--- src/rtl/rsq_pkg.sv ---
package rsq_pkg;
  typedef enum logic [1:0] {
    SRC_NONE = 2'd0,
    SRC_POR  = 2'd1,
    SRC_PIN  = 2'd2,
    SRC_WDT  = 2'd3
  } rst_src_e;
endpackage

--- src/rtl/rsq_sync.sv ---
module rsq_sync #(
  parameter int unsigned STAGES = 2
) (
  input  logic clk_i,
  input  logic arst_i,
  output logic sync_o
);
  logic [STAGES-1:0] sh_q;

  // Asynchronous set, release shifted in over STAGES edges
  always_ff @(posedge clk_i or posedge arst_i) begin
    if (arst_i) sh_q <= '1;
    else        sh_q <= {sh_q[STAGES-2:0], 1'b0};
  end

  assign sync_o = sh_q[STAGES-1];
endmodule

--- src/rtl/rsq_cause.sv ---
module rsq_cause
  import rsq_pkg::*;
(
  input  logic clk_i,
  input  logic por_s_i,
  input  logic pin_s_i,
  input  logic wdt_i,
  input  logic halt_i,
  input  logic core_rst_i,
  output logic src_act_o,
  output logic dly_set_o,
  output logic to_o,
  output logic pdf_o
);
  rst_src_e src;
  logic     halt_q_v;
  logic     wdt_v;
  logic     to_q, pdf_q;

  // HALT and watchdog only count while the core runs
  assign halt_q_v = halt_i & ~core_rst_i;
  assign wdt_v    = wdt_i  & ~core_rst_i;

  // Priority: power-on, then pin, then watchdog
  always_comb begin
    if (por_s_i)      src = SRC_POR;
    else if (pin_s_i) src = SRC_PIN;
    else if (wdt_v)   src = SRC_WDT;
    else              src = SRC_NONE;
  end

  assign src_act_o = (src != SRC_NONE);
  assign dly_set_o = (src == SRC_POR) |
                     (((src == SRC_PIN) | (src == SRC_WDT)) & halt_q_v);

  always_ff @(posedge clk_i) begin
    if (por_s_i) begin
      to_q  <= 1'b0;
      pdf_q <= 1'b0;
    end else begin
      unique case (src)
        SRC_PIN: if (halt_q_v) begin
          to_q  <= 1'b0;
          pdf_q <= 1'b1;
        end
        SRC_WDT: begin
          to_q <= 1'b1;
          if (halt_q_v) pdf_q <= 1'b1;
        end
        default: ;
      endcase
    end
  end

  assign to_o  = to_q;
  assign pdf_o = pdf_q;

  a_r3_pin_keeps_flags: assert property (@(posedge clk_i) disable iff (por_s_i)
    (src == SRC_PIN && !halt_q_v) |=> $stable({to_q, pdf_q}));
  a_r4_pin_halt_flags: assert property (@(posedge clk_i) disable iff (por_s_i)
    (src == SRC_PIN && halt_q_v) |=> (!to_q && pdf_q));
  a_r5_wdt_sets_to: assert property (@(posedge clk_i) disable iff (por_s_i)
    (src == SRC_WDT) |=> to_q);
  a_r6_wdt_halt_sets_pdf: assert property (@(posedge clk_i) disable iff (por_s_i)
    (src == SRC_WDT && halt_q_v) |=> pdf_q);
endmodule

--- src/rtl/rsq_sst.sv ---
module rsq_sst #(
  parameter int unsigned CYC = 1024,
  localparam int unsigned CW = $clog2(CYC)
) (
  input  logic clk_i,
  input  logic por_i,
  input  logic clr_i,
  input  logic run_i,
  output logic done_o
);
  localparam logic [CW-1:0] LAST = CW'(CYC - 1);

  logic [CW-1:0] cnt_q;

  assign done_o = run_i && (cnt_q == LAST);

  always_ff @(posedge clk_i) begin
    if (clr_i)      cnt_q <= '0;
    else if (run_i) cnt_q <= done_o ? '0 : cnt_q + 1'b1;
  end

  a_r12_cnt_bound: assert property (@(posedge clk_i) disable iff (por_i)
    cnt_q <= LAST);
endmodule

--- src/rtl/rst_seq_ctrl.sv ---
module rst_seq_ctrl #(
  parameter int unsigned STARTUP_CYC = 1024,
  parameter int unsigned SYNC_STG    = 2,
  parameter int unsigned PC_W        = 12
) (
  input  logic            clk_i,
  input  logic            por_i,
  input  logic            pin_rst_ni,
  input  logic            wdt_tmo_i,
  input  logic            halt_i,
  input  logic            carrier_req_i,
  output logic            core_rst_o,
  output logic            wake_stb_o,
  output logic            to_flag_o,
  output logic            pdf_flag_o,
  output logic [PC_W-1:0] pc_vec_o,
  output logic            io_input_o,
  output logic            sp_init_o,
  output logic            carrier_o
);
  localparam logic [PC_W-1:0] RST_VEC = '0;

  logic por_s, pin_s, pin_a;
  logic src_act, dly_set, sst_done, sst_run;
  logic core_rst_q, dly_need_q, wake_q, carrier_q;
  logic rst_nxt;

  assign pin_a = ~pin_rst_ni;

  rsq_sync #(.STAGES(SYNC_STG)) u_por_sync (
    .clk_i (clk_i), .arst_i(por_i), .sync_o(por_s));
  rsq_sync #(.STAGES(SYNC_STG)) u_pin_sync (
    .clk_i (clk_i), .arst_i(pin_a), .sync_o(pin_s));

  rsq_cause u_cause (
    .clk_i     (clk_i),
    .por_s_i   (por_s),
    .pin_s_i   (pin_s),
    .wdt_i     (wdt_tmo_i),
    .halt_i    (halt_i),
    .core_rst_i(core_rst_q),
    .src_act_o (src_act),
    .dly_set_o (dly_set),
    .to_o      (to_flag_o),
    .pdf_o     (pdf_flag_o)
  );

  // Count only while held in a delayed reset with no source active
  assign sst_run = core_rst_q & dly_need_q & ~src_act;

  rsq_sst #(.CYC(STARTUP_CYC)) u_sst (
    .clk_i (clk_i),
    .por_i (por_s),
    .clr_i (src_act),
    .run_i (sst_run),
    .done_o(sst_done)
  );

  assign rst_nxt = src_act | (core_rst_q & dly_need_q & ~sst_done);

  always_ff @(posedge clk_i) begin
    if (por_s) begin
      core_rst_q <= 1'b1;
      dly_need_q <= 1'b1;
      wake_q     <= 1'b0;
      carrier_q  <= 1'b0;
    end else begin
      core_rst_q <= rst_nxt;
      wake_q     <= core_rst_q & ~rst_nxt;
      carrier_q  <= carrier_req_i & ~rst_nxt;
      if (src_act)                   dly_need_q <= dly_need_q | dly_set;
      else if (core_rst_q & ~rst_nxt) dly_need_q <= 1'b0;
    end
  end

  assign core_rst_o = core_rst_q;
  assign wake_stb_o = wake_q;
  assign carrier_o  = carrier_q;
  assign io_input_o = core_rst_q;
  assign sp_init_o  = core_rst_q;
  assign pc_vec_o   = RST_VEC;

  a_r1_source_holds_reset: assert property (@(posedge clk_i) disable iff (por_s)
    src_act |=> core_rst_o);
  a_r7_strobe_single: assert property (@(posedge clk_i) disable iff (por_s)
    wake_stb_o |=> !wake_stb_o);
  a_r7_strobe_at_release: assert property (@(posedge clk_i) disable iff (por_s)
    wake_stb_o |-> (!core_rst_o && $past(core_rst_o)));
  a_r11_carrier_quiet: assert property (@(posedge clk_i) disable iff (por_s)
    core_rst_o |-> !carrier_o);
endmodule

--- config.mk ---
export PLATFORM = sky130hd
export DESIGN_NAME = rst_seq_ctrl
export DESIGN_NICKNAME = d
export VERILOG_FILES = /design/src/rtl/rsq_pkg.sv /design/src/rtl/rsq_sync.sv /design/src/rtl/rsq_cause.sv /design/src/rtl/rsq_sst.sv /design/src/rtl/rst_seq_ctrl.sv
export SDC_FILE = /design/constraint.sdc
export NUM_CORES = 1
export LEC_CHECK = 0
export ABC_AREA = 0
export CORE_ASPECT_RATIO = 1.4
export CORE_MARGIN = 1.5
export CORE_UTILIZATION = 49
export DETAILED_ROUTE_END_ITERATION = 8
export PLACE_DENSITY = 0.84
export RECOVER_POWER = 50
export SLEW_MARGIN = 20
export SYNTH_ARGS = -nofsm -noshare
export SYNTH_HDL_FRONTEND = slang
export SYNTH_SLANG_ARGS = --single-unit
--- constraint.sdc ---
create_clock -name clk_i -period 3.3 [get_ports clk_i]
set_clock_uncertainty 0.2 [all_clocks]
set_input_delay 0.33 -clock clk_i [delete_from_list [all_inputs] [get_ports clk_i]]
set_output_delay 0.33 -clock clk_i [all_outputs]
set_load 0.1 [all_outputs]
==> qor.yml, run 1 <==
status: "finished, final reports clean"
drt_iter0_drc: 7
viasPerCell: 4.85
syn_area_sq_um: 902
cp.arrival_ns: 1.80
overflow: 0
grt_max_degree: 12
clk_latency_ns: 0.29
power_leakage_nw: 0.375
max_stage_delay_ns: 1.14
wl_per_cell_um: 11.5
synth_top_area_cell: "dfxtp_1"
core-area_sq_um: 1760
totalWireLength_mm: 1.52
finalSetupViolCount: 0
total_power_uw: 440
finalHoldViolCount: 0
dr.pass1.iters: 4
required_ns: 2.77
port_buffers: 12
fmax_mhz: 429
nFillCells: 166
place_area_sq_um: 978
cts_hold_buf: 0
synth_area_leaders: "dfxtp_1 (36%), buf_4 (12%), dfstp_2 (12%), xnor2_1 (7.8%), nor2_1 (4.6%)"
clk_pin_slew_ns: 0.11
hold_class: "reg2reg"
rsz0062_at_grt: "false"
postCtsSetupBuffers: 0
clock_sinks: 20
vias: 640
tns_ns: 0
antenna_found_initial: 0
synth_top_area_share_pct: 35.5
preCtsSetupSlack_ns: 1.30
end_kind: "primary output"
drive_above_1_share_pct: 9.82
path_buf_inv: 1
drc: 0
syn_area_per_cell_sq_um: 9.21
dp_cells: 128
place.gp.congestion: 0.787
synth_cell_types: 28
ys_seq_area_share_pct: 47.2
maxCapViolations: 0
grt_pass1_vias: 599
cts_tree: "done"
crit_fanout: 3
design_area_sq_um: 990
die_h_um: 53.8
nets: 120
hpwl_mm: 1.23
clock_path_buffers: 2
timing.final.crit_share_pct: 70.7
die_w_um: 39.3
crit_type: "reg2out"
start_util_pct: 51.4
fin_ws_ns: 0.966
slew_headroom_pct: 22.6
path_delay_family: "buffers and inverters"
min_path_cells: 0
crit_path_start_kind: "register"
async_reset_ff_share_pct: 20.0
vdd_ir_drop_max_mv: 0.404
numCtsBuffers: 3
io_pins: 25
grt_use_total_pct: 16.8
diodes: 0
path_depth: 1
ant_nets: 0
cts_root_buf: "clkbuf_4"
synthesis.instances: 98
dieArea_sq_um: 2110
power_density_nw_per_um2: 444
synth-edff-count: 0
worstMarginPinSlew_ns: 1.17
cts_resized: 0
finalMaxSlewViolations: 0
fin_cells: 132
rows: 18
r2r_cells: 4
crit_chain: "clkdlybuf4s50_1"
yosys_warnings: 0
synthToLayoutAreaGrowth_pct: 9.71
grt_pass1_wl_mm: 2.44
slowest_stage: "clkdlybuf4s50_1"
synthFlopType: "dfxtp_1"
htree_levels: 1
fin_crit_ns: 2.33
synth_seq_cells: 20
-- cells in the final DEF, fill, tap and decap left out, drive strengths merged --
| master | netlist | final |
|---|---|---|
| inv | 3 | 3 |
| dfxtp | 16 | 16 |
| or3b | 1 | 1 |
| ha | 1 | 1 |
| nor2b | 1 | 1 |
| nor4 | 2 | 2 |
| nand2b | 2 | 2 |
| or4 | 1 | 1 |
| nand2 | 7 | 7 |
| clkdlybuf4s50 | 0 | 6 |
| conb | 1 | 14 |
| dfstp | 4 | 4 |
| nand3 | 7 | 7 |
| nor3 | 7 | 7 |
| clkbuf | 0 | 7 |
| o21bai | 1 | 1 |
| nand4 | 2 | 2 |
| nor2 | 12 | 12 |
| xnor2 | 8 | 8 |
| or2 | 1 | 1 |
| o21ai | 2 | 2 |
| a21oi | 2 | 2 |
| and3 | 1 | 1 |
| dlygate4sd3 | 0 | 3 |
| o31ai | 1 | 1 |
-- area by class of cell --
type / instances / area (sq um) / share of cell area [%]
Multi-Input combinational cell: 73 / 400 / 40.5
Sequential cell: 20 / 425 / 43.0
Clock buffer: 4 / 26.3 / 2.65
Timing Repair Buffer: 12 / 101 / 10.2
Tap cell: 20 / 25.0 / 2.53
Inverter: 3 / 11.3 / 1.14
-- synth_stat cells (2+ instances only) --
| cell | number |
|---|---|
| o21ai_0 | 2 |
| nor4_1 | 2 |
| buf_4 | 14 |
| nand2_1 | 6 |
| nor2_1 | 11 |
| dfstp_2 | 4 |
| dfxtp_1 | 16 |
| xnor2_1 | 8 |
| inv_1 | 3 |
| a21oi_1 | 2 |
| nor3_1 | 7 |
| nand2b_1 | 2 |
| nand3_1 | 6 |
-- state kept, by name, indices dropped and copies added, names as in the netlist --
register,count
u_pin_sync.sh_q,2
core_rst_o,1
dly_need_q,1
wake_stb_o,1
u_cause.to_o,1
u_cause.pdf_o,1
u_por_sync.sh_q,2
carrier_o,1
u_sst.cnt_q,10
-- cell families (layout without fill, tap and decap cells) --
family	count (synthesis)	in the layout	share of synthesized area, %
AO/OA/AOI/OAI	6	6	3.88
flip-flops	20	20	47.2
XOR/XNOR	8	8	7.77
AND/OR/NAND/NOR	44	44	25.9
other	1	14	0.416
adder cells (fa/ha/maj)	1	1	1.39
buffers and inverters	18	19	13.5
-- report_power, final --
group | internal [mW] | total (mW) | switching, mW
logic | 0.00713 | 0.0738 | 0.0667
registers | 0.248 | 0.251 | 0.00304
clock network | 0.0470 | 0.115 | 0.0679
-- layer usage --
layer	global-route usage, %	up-vias	share of wire (%)
li1	-	326	-
met1	17.5	300	38
met2	31.1	12	60
met3	1.24	2	2.5
met4	10.3	0	0.26
met5	0	-	0
-- through the flow --
step / util (%) / hold slack (ns)
2_1_floorplan: - / -0.0178
3_3_place_gp: 55.7 / 0.148
3_5_place_dp: 55.7 / 0.148
4_1_cts: 57.2 / 0.126
5_1_grt: 56.3 / 0.167
6_report: 56.3 / 0.163
-- final timing paths --
check | startpoint | endpoint | slack, ns
max | u_cause.to_o | to_flag_o | 0.97
min | u_por_sync.sh_q[0] | u_por_sync.sh_q[1] | 0.16
max reg2reg | core_rst_o | u_sst.cnt_q[0] | 1.33
min reg2reg | u_por_sync.sh_q[0] | u_por_sync.sh_q[1] | 0.16
max in group asynchronous | por_i | u_por_sync.sh_q[1] | 2.61
min in group asynchronous | pin_rst_ni | u_pin_sync.sh_q[0] | 0.24
No activity file was read; power rests on OpenSTA's default activity.
==> run 2: changes to the inputs <==
CORE_UTILIZATION = 46   (was 49)
PLACE_DENSITY = 0.8   (was 0.84)
clock period = 2.2 ns   (was 3.3 ns; I/O delays follow)
==> run 2 against run 1 <==
Highest routed layer unchanged. Worst hold slack lost 0.064 ns. Via count up 1.1%. Die area rose by 6.1%. Critical path depth rose by 3. Critical path type is now reg2reg. Critical endpoint is now u_sst.cnt_q[0]. Cell count unchanged. Largest cell class unchanged. Worst setup slack got worse by 0.64 ns.
==> qor.yml, run 2 (synthesis results as in run 1) <==
rsz0062_at_grt: "false"
rows: 18  # unchanged
viasPerCell: 4.90  # +1.1%
totalWireLength_mm: 1.39  # -8.6%
r2r_start: "core_rst_o"
grt_pass1_wl_mm: 2.44  # unchanged
wl_per_cell_um: 10.5  # -8.6%
synthToLayoutAreaGrowth_pct: 11.5
drive_above_1_share_pct: 18.8  # +8.9 points
preCtsSetupSlack_ns: 0.381  # -0.917 ns
core-area_sq_um: 1800  # +2.6%
drc: 0  # unchanged
die_h_um: 55.4  # +3.0%
clk_latency_ns: 0.31  # +0.02 ns
required_ns: 2.21  # -0.56 ns
cts_tree: "done"
final_cell_mix: "dfxtp_1 (16), conb_1 (14), nor2_1 (11), xnor2_1 (8), nor3_1 (7)"
fin_crit_ns: 1.87
final-seq-area_sq_um: 425  # unchanged
fin_ws_ns: 0.329  # -0.637 ns
grt_pass1_vias: 600  # +0.17%
place.gp.congestion: 0.804  # +2.2%
slew_headroom_pct: 63.7  # +41 points
vias: 647  # +1.1%
largest_reg_flops: 10  # unchanged
fmax_mhz: 535
cts_root_buf: "clkbuf_4"
start_util_pct: 50.1  # -1.3 points
overflow: 0  # unchanged
cts_hold_buf: 0  # unchanged
cts_resized: 0  # unchanged
crit_path_start_kind: "register"
die_w_um: 40.4  # +3.0%
hold_class: "in2async"
dieArea_sq_um: 2240  # +6.1%
clock_sinks: 20  # unchanged
grt_max_degree: 13  # +1
power_leakage_nw: 0.403  # +7.6%
drt_iter0_drc: 21  # +14
grt_use_total_pct: 15.1  # -1.7 points
nFillCells: 173  # +4.2%
numCtsBuffers: 3  # unchanged
maxCapViolations: 0  # unchanged
vdd_ir_drop_max_mv: 0.475  # +18%
antenna_found_initial: 0  # unchanged
timing.final.crit_share_pct: 85.0
htree_levels: 1  # unchanged
hpwl_mm: 1.03  # -16%
postCtsSetupBuffers: 0  # unchanged
diodes: 0  # unchanged
clk_pin_slew_ns: 0.12  # about the same
worstMarginPinSlew_ns: 0.547  # -0.619 ns
ant_nets: 0  # unchanged
status: "finished, final reports clean"
top_register: "u_sst.cnt_q"
finalSetupViolCount: 0  # unchanged
crit_type: "reg2reg"
io_pins: 25  # unchanged
reg_top3: "u_sst.cnt_q x10, u_pin_sync.sh_q x2, u_por_sync.sh_q x2"
multiInputGateArea_sq_um: 404  # +0.94%
port_buffers: 12  # unchanged
nets: 120  # unchanged
dr.pass1.iters: 6  # +2
cp.arrival_ns: 1.88  # +0.08 ns
tns_ns: 0  # unchanged
clock_path_buffers: 2  # unchanged
layout_commonest_cell: "dfxtp_1"
finalHoldViolCount: 0  # unchanged
finalMaxSlewViolations: 0  # unchanged
crit_fanout: 10  # +7
end_kind: "register"
cp-startpoint: "core_rst_o"
power_density_nw_per_um2: 789  # +78%
-- run 2: cell types whose count changed in the layout (fill, tap and decap cells not counted) --
| cell | before | now |
|---|---|---|
| clkbuf_1 | 4 | 0 |
| or4_1 | 1 | 0 |
| dlygate4sd3_1 | 3 | 2 |
| clkdlybuf4s50_1 | 6 | 3 |
| clkbuf_2 | 0 | 6 |
| or2_2 | 0 | 1 |
| buf_4 | 0 | 1 |
| or2_0 | 1 | 0 |
| or4_4 | 0 | 1 |
| bufinv_16 | 0 | 1 |
-- run 2: worst paths after layout --
path / to / slack (ns) / cells after the start
worst max-delay path: u_sst.cnt_q[0] / 0.33 / 4
worst min-delay path: u_pin_sync.sh_q[0] / 0.1 / 1
worst max register to register: u_sst.cnt_q[0] / 0.33 / 4
worst min register to register: u_pin_sync.sh_q[1] / 0.17 / 0
max in group asynchronous: u_por_sync.sh_q[0] / 1.63 / 2
min in group clk_i: u_pin_sync.sh_q[1] / 0.17 / 0
-- run 2: power breakdown --
part	leakage (nW)	switching, mW	total, mW	internal, mW
registers	0.171	0.00437	0.376	0.372
logic	0.204	0.100	0.112	0.0114
clock network	0.0279	0.122	0.307	0.184
total	0.403	0.227	0.794	0.568
-- run 2: cell type report --
class	count	area share, %
sequential	20	42.3
inverter	3	1.12
multi-input combinational	73	40.2
clock buffer	3	2.24
timing repair buffer	12	8.71
clock inverter	1	2.99
tap	20	2.49
-- run 2: metal layers --
metal | wire [um] | track usage [%]
met5 | 0 | 0
met4 | 40 | 8.57
met3 | 65 | 2.41
met2 | 684 | 22.9
met1 | 598 | 19.3
-- run 2: through the flow --
| step | cells | total power [mW] | cell area (sq um) | utilization [%] | hold slack (ns) |
|---|---|---|---|---|---|
| CTS | 132 | 0.797 | 1020 | 56.7 | 0.0160 |
| global route | 132 | 0.813 | 1010 | 55.8 | 0.110 |
| floorplan | 111 | 0.499 | 952 | - | -0.128 |
| finish | 132 | 0.794 | 1010 | 55.8 | 0.0998 |
| global placement | 128 | 0.494 | 970 | 53.8 | 0.148 |
| detailed placement | 128 | 0.496 | 970 | 53.8 | 0.150 |
-- run 2: critical path, cell delays in order (launching register included) --
cell     delay (ns)
dfxtp_1        0.52
nand3_1        0.23
or4_4          0.57
nand2_2        0.16
o31ai_1        0.09
